<file path="src/rtl/xlat_pkg.sv">
package xlat_pkg;

  // Strobes sent from control to the entry store.
  typedef struct packed {
    logic clearAll;
    logic writeEn;
  } xlatStrobe_t;

  // Flags stored with every translation.
  typedef struct packed {
    logic rd;
    logic wr;
    logic dirty;
  } pagePerm_t;

endpackage

</file>
<file path="src/rtl/xlat_datapath.sv">
module xlat_datapath
  import xlat_pkg::*;
#(
  parameter int ENTRIES = 32,
  parameter int VPN_W   = 20,
  parameter int PPN_W   = 20,
  localparam int IDX_W  = (ENTRIES > 1) ? $clog2(ENTRIES) : 1
) (
  input  logic             clk,
  input  logic             rstN,
  input  xlatStrobe_t      strobe,
  input  logic [IDX_W-1:0] writeIdx,
  input  logic [VPN_W-1:0] wrVpn,
  input  logic [PPN_W-1:0] wrPpn,
  input  pagePerm_t        wrPerm,
  input  logic [VPN_W-1:0] lkVpn,
  output logic             lkMatchAny,
  output logic [PPN_W-1:0] lkPpn,
  output pagePerm_t        lkPerm,
  output logic             rfMatchAny,
  output logic [IDX_W-1:0] rfMatchIdx
);

  logic [ENTRIES-1:0] validQ;
  logic [VPN_W-1:0]   vpnQ  [ENTRIES];
  logic [PPN_W-1:0]   ppnQ  [ENTRIES];
  pagePerm_t          permQ [ENTRIES];
  logic [ENTRIES-1:0] lkHitVec;
  logic [ENTRIES-1:0] rfHitVec;

  // Per-slot storage and parallel comparators.
  for (genvar i = 0; i < ENTRIES; i++) begin : g_slot
    always_ff @(posedge clk) begin
      if (!rstN) begin
        validQ[i] <= 1'b0;
        vpnQ[i]   <= '0;
        ppnQ[i]   <= '0;
        permQ[i]  <= '0;
      end else if (strobe.clearAll) begin
        validQ[i] <= 1'b0;
      end else if (strobe.writeEn && (writeIdx == IDX_W'(i))) begin
        validQ[i] <= 1'b1;
        vpnQ[i]   <= wrVpn;
        ppnQ[i]   <= wrPpn;
        permQ[i]  <= wrPerm;
      end
    end

    assign lkHitVec[i] = validQ[i] && (vpnQ[i] == lkVpn);
    assign rfHitVec[i] = validQ[i] && (vpnQ[i] == wrVpn);
  end

  // OR-combine the matched slot (at most one matches).
  always_comb begin
    lkPpn  = '0;
    lkPerm = '0;
    for (int i = 0; i < ENTRIES; i++) begin
      if (lkHitVec[i]) begin
        lkPpn  = lkPpn | ppnQ[i];
        lkPerm = lkPerm | permQ[i];
      end
    end
  end

  always_comb begin
    rfMatchIdx = '0;
    for (int i = 0; i < ENTRIES; i++) begin
      if (rfHitVec[i]) rfMatchIdx = IDX_W'(i);
    end
  end

  assign lkMatchAny = |lkHitVec;
  assign rfMatchAny = |rfHitVec;

  AST_NO_DUP_ENTRY: assert property (@(posedge clk) disable iff (!rstN)
    $onehot0(lkHitVec)) else $error("duplicate resident page");

  AST_FLUSH_EMPTIES: assert property (@(posedge clk) disable iff (!rstN)
    strobe.clearAll |=> (validQ == '0)) else $error("flush left a valid entry");

endmodule

</file>
<file path="src/rtl/xlat_control.sv">
module xlat_control
  import xlat_pkg::*;
#(
  parameter int ENTRIES = 32,
  localparam int IDX_W  = (ENTRIES > 1) ? $clog2(ENTRIES) : 1
) (
  input  logic             clk,
  input  logic             rstN,
  input  logic             flush,
  input  logic             refillValid,
  input  logic             rfMatchAny,
  input  logic [IDX_W-1:0] rfMatchIdx,
  output xlatStrobe_t      strobe,
  output logic [IDX_W-1:0] writeIdx
);

  localparam logic [IDX_W-1:0] LAST_SLOT = IDX_W'(ENTRIES - 1);

  logic [IDX_W-1:0] victimPtr;
  logic             allocNew;

  assign strobe.clearAll = flush;
  assign strobe.writeEn  = refillValid && !flush;
  assign allocNew        = strobe.writeEn && !rfMatchAny;
  assign writeIdx        = rfMatchAny ? rfMatchIdx : victimPtr;

  always_ff @(posedge clk) begin
    if (!rstN) begin
      victimPtr <= '0;
    end else if (flush) begin
      victimPtr <= '0;
    end else if (allocNew) begin
      victimPtr <= (victimPtr == LAST_SLOT) ? '0 : victimPtr + 1'b1;
    end
  end

  AST_PTR_HOLD_ON_REWRITE: assert property (@(posedge clk) disable iff (!rstN)
    (refillValid && !flush && rfMatchAny) |=> $stable(victimPtr))
    else $error("pointer moved on rewrite");

  AST_PTR_ZERO_AFTER_FLUSH: assert property (@(posedge clk) disable iff (!rstN)
    flush |=> (victimPtr == '0)) else $error("pointer not reset by flush");

  AST_PTR_STEP: assert property (@(posedge clk) disable iff (!rstN)
    (refillValid && !flush && !rfMatchAny) |=>
      (victimPtr == (($past(victimPtr) == LAST_SLOT) ? '0 : $past(victimPtr) + 1'b1)))
    else $error("pointer did not step");

endmodule

</file>
<file path="src/rtl/xlat_buffer.sv">
module xlat_buffer
  import xlat_pkg::*;
#(
  parameter int ENTRIES = 32,
  parameter int VA_W    = 32,
  parameter int PA_W    = 32,
  parameter int OFF_W   = 12,
  localparam int VPN_W  = VA_W - OFF_W,
  localparam int PPN_W  = PA_W - OFF_W,
  localparam int IDX_W  = (ENTRIES > 1) ? $clog2(ENTRIES) : 1
) (
  input  logic             clk,
  input  logic             rstN,
  input  logic             lookupValid,
  input  logic [VA_W-1:0]  lookupVaddr,
  input  logic             lookupWrite,
  output logic             hit,
  output logic             miss,
  output logic             protFault,
  output logic             pageDirty,
  output logic [PA_W-1:0]  paddr,
  input  logic             refillValid,
  input  logic [VPN_W-1:0] refillVpn,
  input  logic [PPN_W-1:0] refillPpn,
  input  logic [2:0]       refillPerm,
  input  logic             flush
);

  xlatStrobe_t      strobe;
  logic [IDX_W-1:0] writeIdx;
  logic             lkMatchAny;
  logic [PPN_W-1:0] lkPpn;
  pagePerm_t        lkPerm;
  logic             rfMatchAny;
  logic [IDX_W-1:0] rfMatchIdx;
  pagePerm_t        wrPerm;
  logic             denied;

  assign wrPerm = pagePerm_t'(refillPerm);

  xlat_control #(.ENTRIES(ENTRIES)) u_ctrl (
    .clk        (clk),
    .rstN       (rstN),
    .flush      (flush),
    .refillValid(refillValid),
    .rfMatchAny (rfMatchAny),
    .rfMatchIdx (rfMatchIdx),
    .strobe     (strobe),
    .writeIdx   (writeIdx)
  );

  xlat_datapath #(.ENTRIES(ENTRIES), .VPN_W(VPN_W), .PPN_W(PPN_W)) u_dp (
    .clk       (clk),
    .rstN      (rstN),
    .strobe    (strobe),
    .writeIdx  (writeIdx),
    .wrVpn     (refillVpn),
    .wrPpn     (refillPpn),
    .wrPerm    (wrPerm),
    .lkVpn     (lookupVaddr[VA_W-1:OFF_W]),
    .lkMatchAny(lkMatchAny),
    .lkPpn     (lkPpn),
    .lkPerm    (lkPerm),
    .rfMatchAny(rfMatchAny),
    .rfMatchIdx(rfMatchIdx)
  );

  assign denied    = lookupWrite ? !lkPerm.wr : !lkPerm.rd;
  assign hit       = lookupValid && lkMatchAny;
  assign miss      = lookupValid && !lkMatchAny;
  assign protFault = hit && denied;
  assign pageDirty = hit && lkPerm.dirty;
  assign paddr     = (hit && !denied) ? {lkPpn, lookupVaddr[OFF_W-1:0]} : '0;

  AST_HIT_MISS_EXCL: assert property (@(posedge clk) disable iff (!rstN)
    !(hit && miss)) else $error("hit and miss together");

  AST_FAULT_NEEDS_HIT: assert property (@(posedge clk) disable iff (!rstN)
    protFault |-> hit) else $error("fault without hit");

  AST_OFFSET_PASS: assert property (@(posedge clk) disable iff (!rstN)
    (hit && !protFault) |-> (paddr[OFF_W-1:0] == lookupVaddr[OFF_W-1:0]))
    else $error("offset altered");

  AST_IDLE_QUIET: assert property (@(posedge clk) disable iff (!rstN)
    !lookupValid |-> !(hit || miss || protFault || pageDirty))
    else $error("activity without lookup");

endmodule

</file>
<file path="config.mk">
export PLATFORM = sky130hd
export DESIGN_NAME = xlat_buffer
export DESIGN_NICKNAME = d
export VERILOG_FILES = /design/src/rtl/xlat_pkg.sv /design/src/rtl/xlat_datapath.sv /design/src/rtl/xlat_control.sv /design/src/rtl/xlat_buffer.sv
export SDC_FILE = /design/constraint.sdc
export NUM_CORES = 2
export LEC_CHECK = 0
export ABC_AREA = 1
export BUFFER_PORTS_ARGS = -buffer_cell sky130_fd_sc_hd__buf_4
export CAP_MARGIN = 15
export CELL_PAD_IN_SITES_DETAIL_PLACEMENT = 2
export CELL_PAD_IN_SITES_GLOBAL_PLACEMENT = 2
export CORE_MARGIN = 2
export CORE_UTILIZATION = 40
export CTS_BUF_LIST = sky130_fd_sc_hd__clkbuf_8
export DETAILED_ROUTE_END_ITERATION = 16
export PLACE_DENSITY_LB_ADDON = 0.1
export SLEW_MARGIN = 40
export SYNTH_ARGS = -nofsm -noshare
export SYNTH_HDL_FRONTEND = slang
export SYNTH_SLANG_ARGS = --single-unit
</file>
<file path="constraint.sdc">
create_clock -name clk -period 7 [get_ports clk]
set_input_delay 0.7 -clock clk [delete_from_list [all_inputs] [get_ports clk]]
set_output_delay 0.7 -clock clk [all_outputs]
set_load 0.01 [all_outputs]
</file>
After elaboration in Yosys (flattened, before gate mapping)
Memory sizes are Yosys's and may differ from the RTL's.
Cells that the tools add are included.
{"block": "totals", "latchBits": 0, "elab_cells": 729, "input_bits": 81, "output_inout_bits": 36, "ramBits": 1376, "register_bits": 37, "rom_bits": 0, "n_memories": 3}
{"block": "classes", "mux": 324, "div_mod_pow": 0, "reduce_logical": 113, "n_shift": 0, "n_lt_le_gt_ge": 0, "n_eq_ne": 96, "bitwise": 159, "n_addsub": 1, "n_mul": 0}
{"name": "u_dp.ppnQ", "depth": 32, "word_bits": 20, "rd": 32, "rd_clocked_by_memory_dff": 0, "write_ports": 32, "line_no": "xlat_datapath.sv:26", "text": "logic [PPN_W-1:0] ppnQ [ENTRIES];"}
{"name": "u_dp.vpnQ", "depth": 32, "word_bits": 20, "rd": 32, "rd_clocked_by_memory_dff": 0, "write_ports": 32, "line_no": "xlat_datapath.sv:25", "text": "logic [VPN_W-1:0] vpnQ [ENTRIES];"}
{"name": "u_dp.permQ", "depth": 32, "word_bits": 3, "rd": 32, "rd_clocked_by_memory_dff": 0, "write_ports": 32, "line_no": "xlat_datapath.sv:27", "text": "pagePerm_t permQ [ENTRIES];"}
{"op": "20-bit two-way mux", "n": 96}
{"op": "20-bit == test", "n": 64}
{"op": "20-bit OR", "n": 31}
{"op": "3-bit two-way mux", "n": 68}
{"op": "1-bit two-way mux", "n": 131}
{"op": "1-bit logical AND", "n": 103}
{"op": "1-bit OR", "n": 96}
{"op": "3-bit OR", "n": 31}
{"op": "5-bit two-way mux", "n": 18}
{"op": "5-bit == test, second input constant", "n": 17}
{"op": "32-bit OR reduction", "n": 2}
{"op": "5-bit by 4-bit == test with 1-bit output, second input constant", "n": 8}
{"op": "32-bit two-way mux", "n": 1}
{"op": "4-bit two-way mux", "n": 8}
{"op": "5-bit by 3-bit == test with 1-bit output, second input constant", "n": 4}
{"op": "5-bit by 2-bit == test with 1-bit output, second input constant", "n": 2}
{"op": "1-bit logical NOT", "n": 6}
{"op": "5-bit by 1-bit adder with 5-bit output, second input constant", "n": 1}
{"op": "5-bit by 1-bit == test with 1-bit output, second input constant", "n": 1}
{"op": "5-bit logical NOT", "n": 1}
{"op": "2-bit two-way mux", "n": 2}
{"op": "2-bit OR reduction", "n": 1}
{"op": "1-bit NOT", "n": 1}

Longest topological paths before layout
An unclocked memory read counts as a cell.
{"block": "depth", "ltp_word": 71, "depth_mapped": 44, "mapped_depth_nobuf": 42}

Hierarchy
Synthesis repeated with hierarchy kept, for this count alone.
{"block": "hier_totals", "hier_cells": 7263, "hier_area_um2": 70975.6}
{"mod": "xlat_datapath", "seq_area_each_um2": 41960.2, "instances": 1, "area_per_inst_um2": 70068.5, "cells_each": 7132}
{"mod": "xlat_buffer", "seq_area_each_um2": 0.0, "instances": 1, "area_per_inst_um2": 538.0, "cells_each": 79}
{"mod": "xlat_control", "seq_area_each_um2": 100.1, "instances": 1, "area_per_inst_um2": 369.1, "cells_each": 52}

Worst setup path before layout
No wires, ideal clock.
{"block": "synth_timing", "path_kind": "input to register", "start": "input refillVpn[17]", "end": "memory u_dp.permQ[0][33] (netlist name) (enable)", "t_arrival_ps": 6244, "setup_time_ps": 503, "t_required_ps": 6497, "path_slack_ps": 253, "stages": 20, "path_buffers": 4, "path_cell_list": "buf_6 -> inv_2 -> buf_6 -> buf_6 -> o22ai_1 -> or4_1 -> a211oi_1 -> nand4_1 -> nand2_1 -> nor2_1 -> nand2_1 -> nor2_1 -> nand2_2 -> inv_2 -> a311o_1 -> o21ai_2 -> and2_1 -> buf_6 -> nand4_4 -> o21ai_0"}
{"item": "start: declaration", "line_no": "xlat_buffer.sv:23", "text": "input logic [VPN_W-1:0] refillVpn,"}
{"item": "end: declaration", "line_no": "xlat_datapath.sv:27"}

Worst setup path after layout
{"block": "layout_timing", "start": "input lookupVaddr[16]", "end": "output paddr[14]"}
{"block": "layout_between", "elab_chain_len": 70, "elab_cells_between_ends": 198, "cone_classes": "eq/ne (32); mux (66); bitwise (62); reduce/logical (38)"}
{"item": "start: declaration", "line_no": "xlat_buffer.sv:15", "text": "input logic [VA_W-1:0] lookupVaddr,"}
{"item": "20-bit == test", "line_no": "xlat_datapath.sv:49", "text": "assign lkHitVec[i] = validQ[i] && (vpnQ[i] == lkVpn);"}
{"item": "1-bit logical AND", "line_no": "xlat_datapath.sv:49"}
{"item": "3-bit two-way mux", "line_no": "xlat_datapath.sv:58", "text": "if (lkHitVec[i]) begin"}
{"item": "3-bit OR", "line_no": "xlat_datapath.sv:60", "text": "lkPerm = lkPerm | permQ[i];"}
{"item": "3-bit two-way mux", "line_no": "xlat_datapath.sv:58"}
{"item": "3-bit OR", "line_no": "xlat_datapath.sv:60"}
{"item": "3-bit two-way mux", "line_no": "xlat_datapath.sv:58"}
{"item": "3-bit OR", "line_no": "xlat_datapath.sv:60"}
{"item": "(+54 left out)"}
{"item": "3-bit two-way mux", "line_no": "xlat_datapath.sv:58"}
{"item": "3-bit OR", "line_no": "xlat_datapath.sv:60"}
{"item": "3-bit two-way mux", "line_no": "xlat_datapath.sv:58"}
{"item": "1-bit logical NOT", "line_no": "xlat_buffer.sv:68", "text": "assign denied = lookupWrite ? !lkPerm.wr : !lkPerm.rd;"}
{"item": "1-bit two-way mux", "line_no": "xlat_buffer.sv:68"}
{"item": "1-bit logical NOT", "line_no": "xlat_buffer.sv:73", "text": "assign paddr = (hit && !denied) ? {lkPpn, lookupVaddr[OFF_W-1:0]} : '0;"}
{"item": "1-bit logical AND", "line_no": "xlat_buffer.sv:73"}
{"item": "32-bit two-way mux (*)", "line_no": "xlat_buffer.sv:73"}
{"item": "end: declaration", "line_no": "xlat_buffer.sv:21", "text": "output logic [PA_W-1:0] paddr,"}
Mark *: on every way between the ends. The rest lies on a longest branch, timed or not.

==> results by group <==
Floorplanning
  • Top Ports: between 100 and 150
  • Die Footprint: between 150,000 and 200,000 um^2
  • Cell Rows: 159
  • Initial core utilization: 40.2%
  • Chip Width: 438 um
  • Core area: between 150,000 and 200,000 um^2
  • Die Ht: 438 um

Routing
  • Avg WL per Cell: 40.4 um
  • Vias per inst: 6.65
  • TritonRoute pass-1 iters: 5
  • Final WL: 414,000 um
  • Routed via count: between 60,000 and 70,000
  • Residual DRC count: 0
  • Post-DRT Antenna Nets: 0
  • Drt initial violations: slightly below 10,000

Finish
  • FILL cells: about 20,000
  • Layout cells sized above 1: a little under a fifth
  • Layout area overhead: 13.3%
  • Final nets: 7,637
  • Layout Cells excl Fill: 10,200
  • Core Util, Final: 45.5%
  • FF+latch area: 42,100 um^2
  • Area of the multi-input gates: 25,900 um^2

Setup path
  • CP dominant cell by count: buf_4
  • Crit path kind: in2out
  • CP peak stage delay: between 0.6 and 0.7 ns
  • Maximum fanout along the worst path: 32
  • CP top delay family: buffers and inverters
  • Worst-path cell chain: buf_4 > inv_2 > o21ai_0 > nor4_1 > nand4_1 > buf_4 > o22ai_1 > or4_1 > a211oi_1 > nand4_1 > nand2_1 > inv_1 > nand2_2 > buf_12 > a41oi_1 > buf_4 > buf_4
  • CP Launch Point: lookupVaddr[16]
  • CP Capture Type: output pin
  • Crit start category: input pin
  • Reg2Reg Depth: 35
  • Critical Path Stages: 17
  • FF-to-FF Start: u_dp.validQ[5]
  • Crit path buf inv count: 7
  • CP required: 6.30 ns
  • Worst EP arrival: 5.53 ns
  • Critical Path Slowest Stage Cell: buf_4

Power
  • PD cells: 232 nW/um^2
  • VDD IR max: roughly 0.16 mV
  • Leak Pwr: 32.2 nW

Synth
  • Mapped cell area: 75,400 um^2
  • Synth Warn #: 0
  • Syn_nets: between 7,000 and 8,000
  • Yosys reg bits: 1,413
  • EDFF count, synth: 1,376
  • Post-Syn Instances: 7,378
  • Synth Area per Inst: 10.2 um^2
  • Ys async rst share: 0%
  • Netlist cell types: 61
  • Ys flop type: edfxtp_1
  • Seq/Total Area, Yosys: about 56%

Clocking
  • Hold Buf Count CTS: 0
  • CTS max path bufs: 4
  • Postcts setup bufs: 0
  • Clock sinks: 1,413
  • Clk_lat worst skew: approximately 1.1 ns
  • CTS tree: built
  • Clk root buf: clkbuf_8
  • Post-CTS sizing: 0
  • CTS HTree Levels: 5
  • Worst-path clk slew: 0.05 ns
  • CTS buffer count: approximately 280

STA
  • Hold Vio Cnt, Final: 0
  • Tcrit/Tclk final: 89.1%
  • Min cycle time layout: 6.23 ns
  • RSZ-0062 raised after global routing: no
  • Fmax: between 150 and 200 MHz
  • Final Max Tran Viols: 0
  • Worst slew margin: 35.2%
  • Tightest Pin Transition: 0.967 ns
  • Clock skew: ~0.095 ns
  • Setup TNS: 0 ns
  • Final setup viols: 0

Min path
  • Hold Path Origin: flush
  • HP Class: in2reg
  • Cells on Worst Hold Path: 4

Placed design
  • Placed Cells: about 9,800
  • Port bufs: 116
  • DPL Wire Length: 258,000 um
  • Routability cong.: 0.964

GRT
  • GRT Resource Usage Total: a little over two fifths
  • First-pass GRT wire length: 567,000 um
  • Total gr overflow: 0
  • Largest net degree at the start of global routing: 137
  • Initial antenna violation count: 12
  • Vias in the first global route: 69,700

Flow run
  • Max-cap violations: 0

Run status
  • Status: complete, no violations
## Yosys cell counts, drive strengths merged (51+ instances only)
cell type  count  share of area (%)
nor2         870                4.4
nor3         693                7.1
nand4         99                1.2
inv         1106                5.5
edfxtp      1376                 55
a21oi         51               0.39
buf          263                2.8
clkbuf       379                1.9
a221oi        68               0.79
o22ai        848                7.0
o21ai        225                1.5
nand2        461                2.4
xnor2        129                1.5
xor2         257                3.0
nor4         266                2.2
## path summary, 6_finish.rpt
kind	endpoint	slack (ns)
max	paddr[14]	0.77
min	u_ctrl.victimPtr[1]	0.06
max reg2reg	u_dp.vpnQ[20][19]	1.55
min reg2reg	u_dp.validQ[28]	0.48
## cells by family after synthesis
logic type | count (synthesis) | synth area share [%]
DFF | 1413 | 55.8
AOI/OAI and AO/OA | 1344 | 11.4
and+or+nand+nor | 2474 | 18.0
xor gates and xnor gates | 386 | 4.48
adders and majority gates | 2 | 0.0332
buffers and inverters | 1759 | 10.3
## area by class of cell
type | instances | share of cell area, %
Sequential cell | 1413 | 49.2
Multi-Input combinational cell | 4206 | 30.4
Timing Repair Buffer | 532 | 5.97
Inverter | 1117 | 4.97
Clock buffer | 304 | 4.90
Tap cell | 2495 | 3.65
Clock inverter | 173 | 0.899
Antenna cell | 7 | 0.0205
## placed cells by master (no fill, tap or decap), types with 47 or more instances in the layout
master,n
o21ai_0,198
inv_1,1176
nor3_2,380
buf_12,77
o22ai_1,848
nor2_1,849
nor3_1,313
clkbuf_8,304
clkinv_1,47
nor4_1,263
a221oi_1,68
nand2_1,423
nand4_1,78
xnor2_1,129
buf_4,438
xor2_1,257
edfxtp_1,1376
## per-stage QoR
stage | cell area [um^2] | total power, mW | hold WS (ns) | worst slack, ns
global route | 85400 | 20.3 | 0.0617 | 0.726
detailed placement | 80400 | 12.0 | 0.474 | 0.659
floorplan | 75400 | 10.9 | 0.440 | 0.253
CTS | 85300 | 19.8 | 0.0229 | 0.963
global placement | 80200 | 11.9 | 0.463 | 0.334
finish | 85400 | 19.9 | 0.0647 | 0.765
## per-layer routing
layer	part of all wire (%)	track usage (%)	up-vias	wire length (um)
li1	-	-	26500	-
met1	37	53.2	35500	153000
met2	45	66.2	4680	185000
met3	10	8.45	1447	43000
met4	8.0	28.8	0	33300
met5	0	0	-	0
## flip-flops by register name, indices dropped and copies added, names as in the netlist
register          count
u_dp.vpnQ           640
u_dp.ppnQ           640
u_dp.permQ           96
u_ctrl.victimPtr      5
u_dp.validQ          32
## power breakdown
group / total [mW] / internal, mW / switching (mW)
Clock: 7.97 / 4.08 / 3.89
Sequential: 9.76 / 9.56 / 0.207
Combinational: 2.13 / 0.499 / 1.63
## tightest hold or removal path, stage by stage
cell and delay, ns:
buf_4 0.08, nor2_1 0.13, o21ai_0 0.12, nor2_1 0.04
No activity file was read; power rests on OpenSTA's default activity.
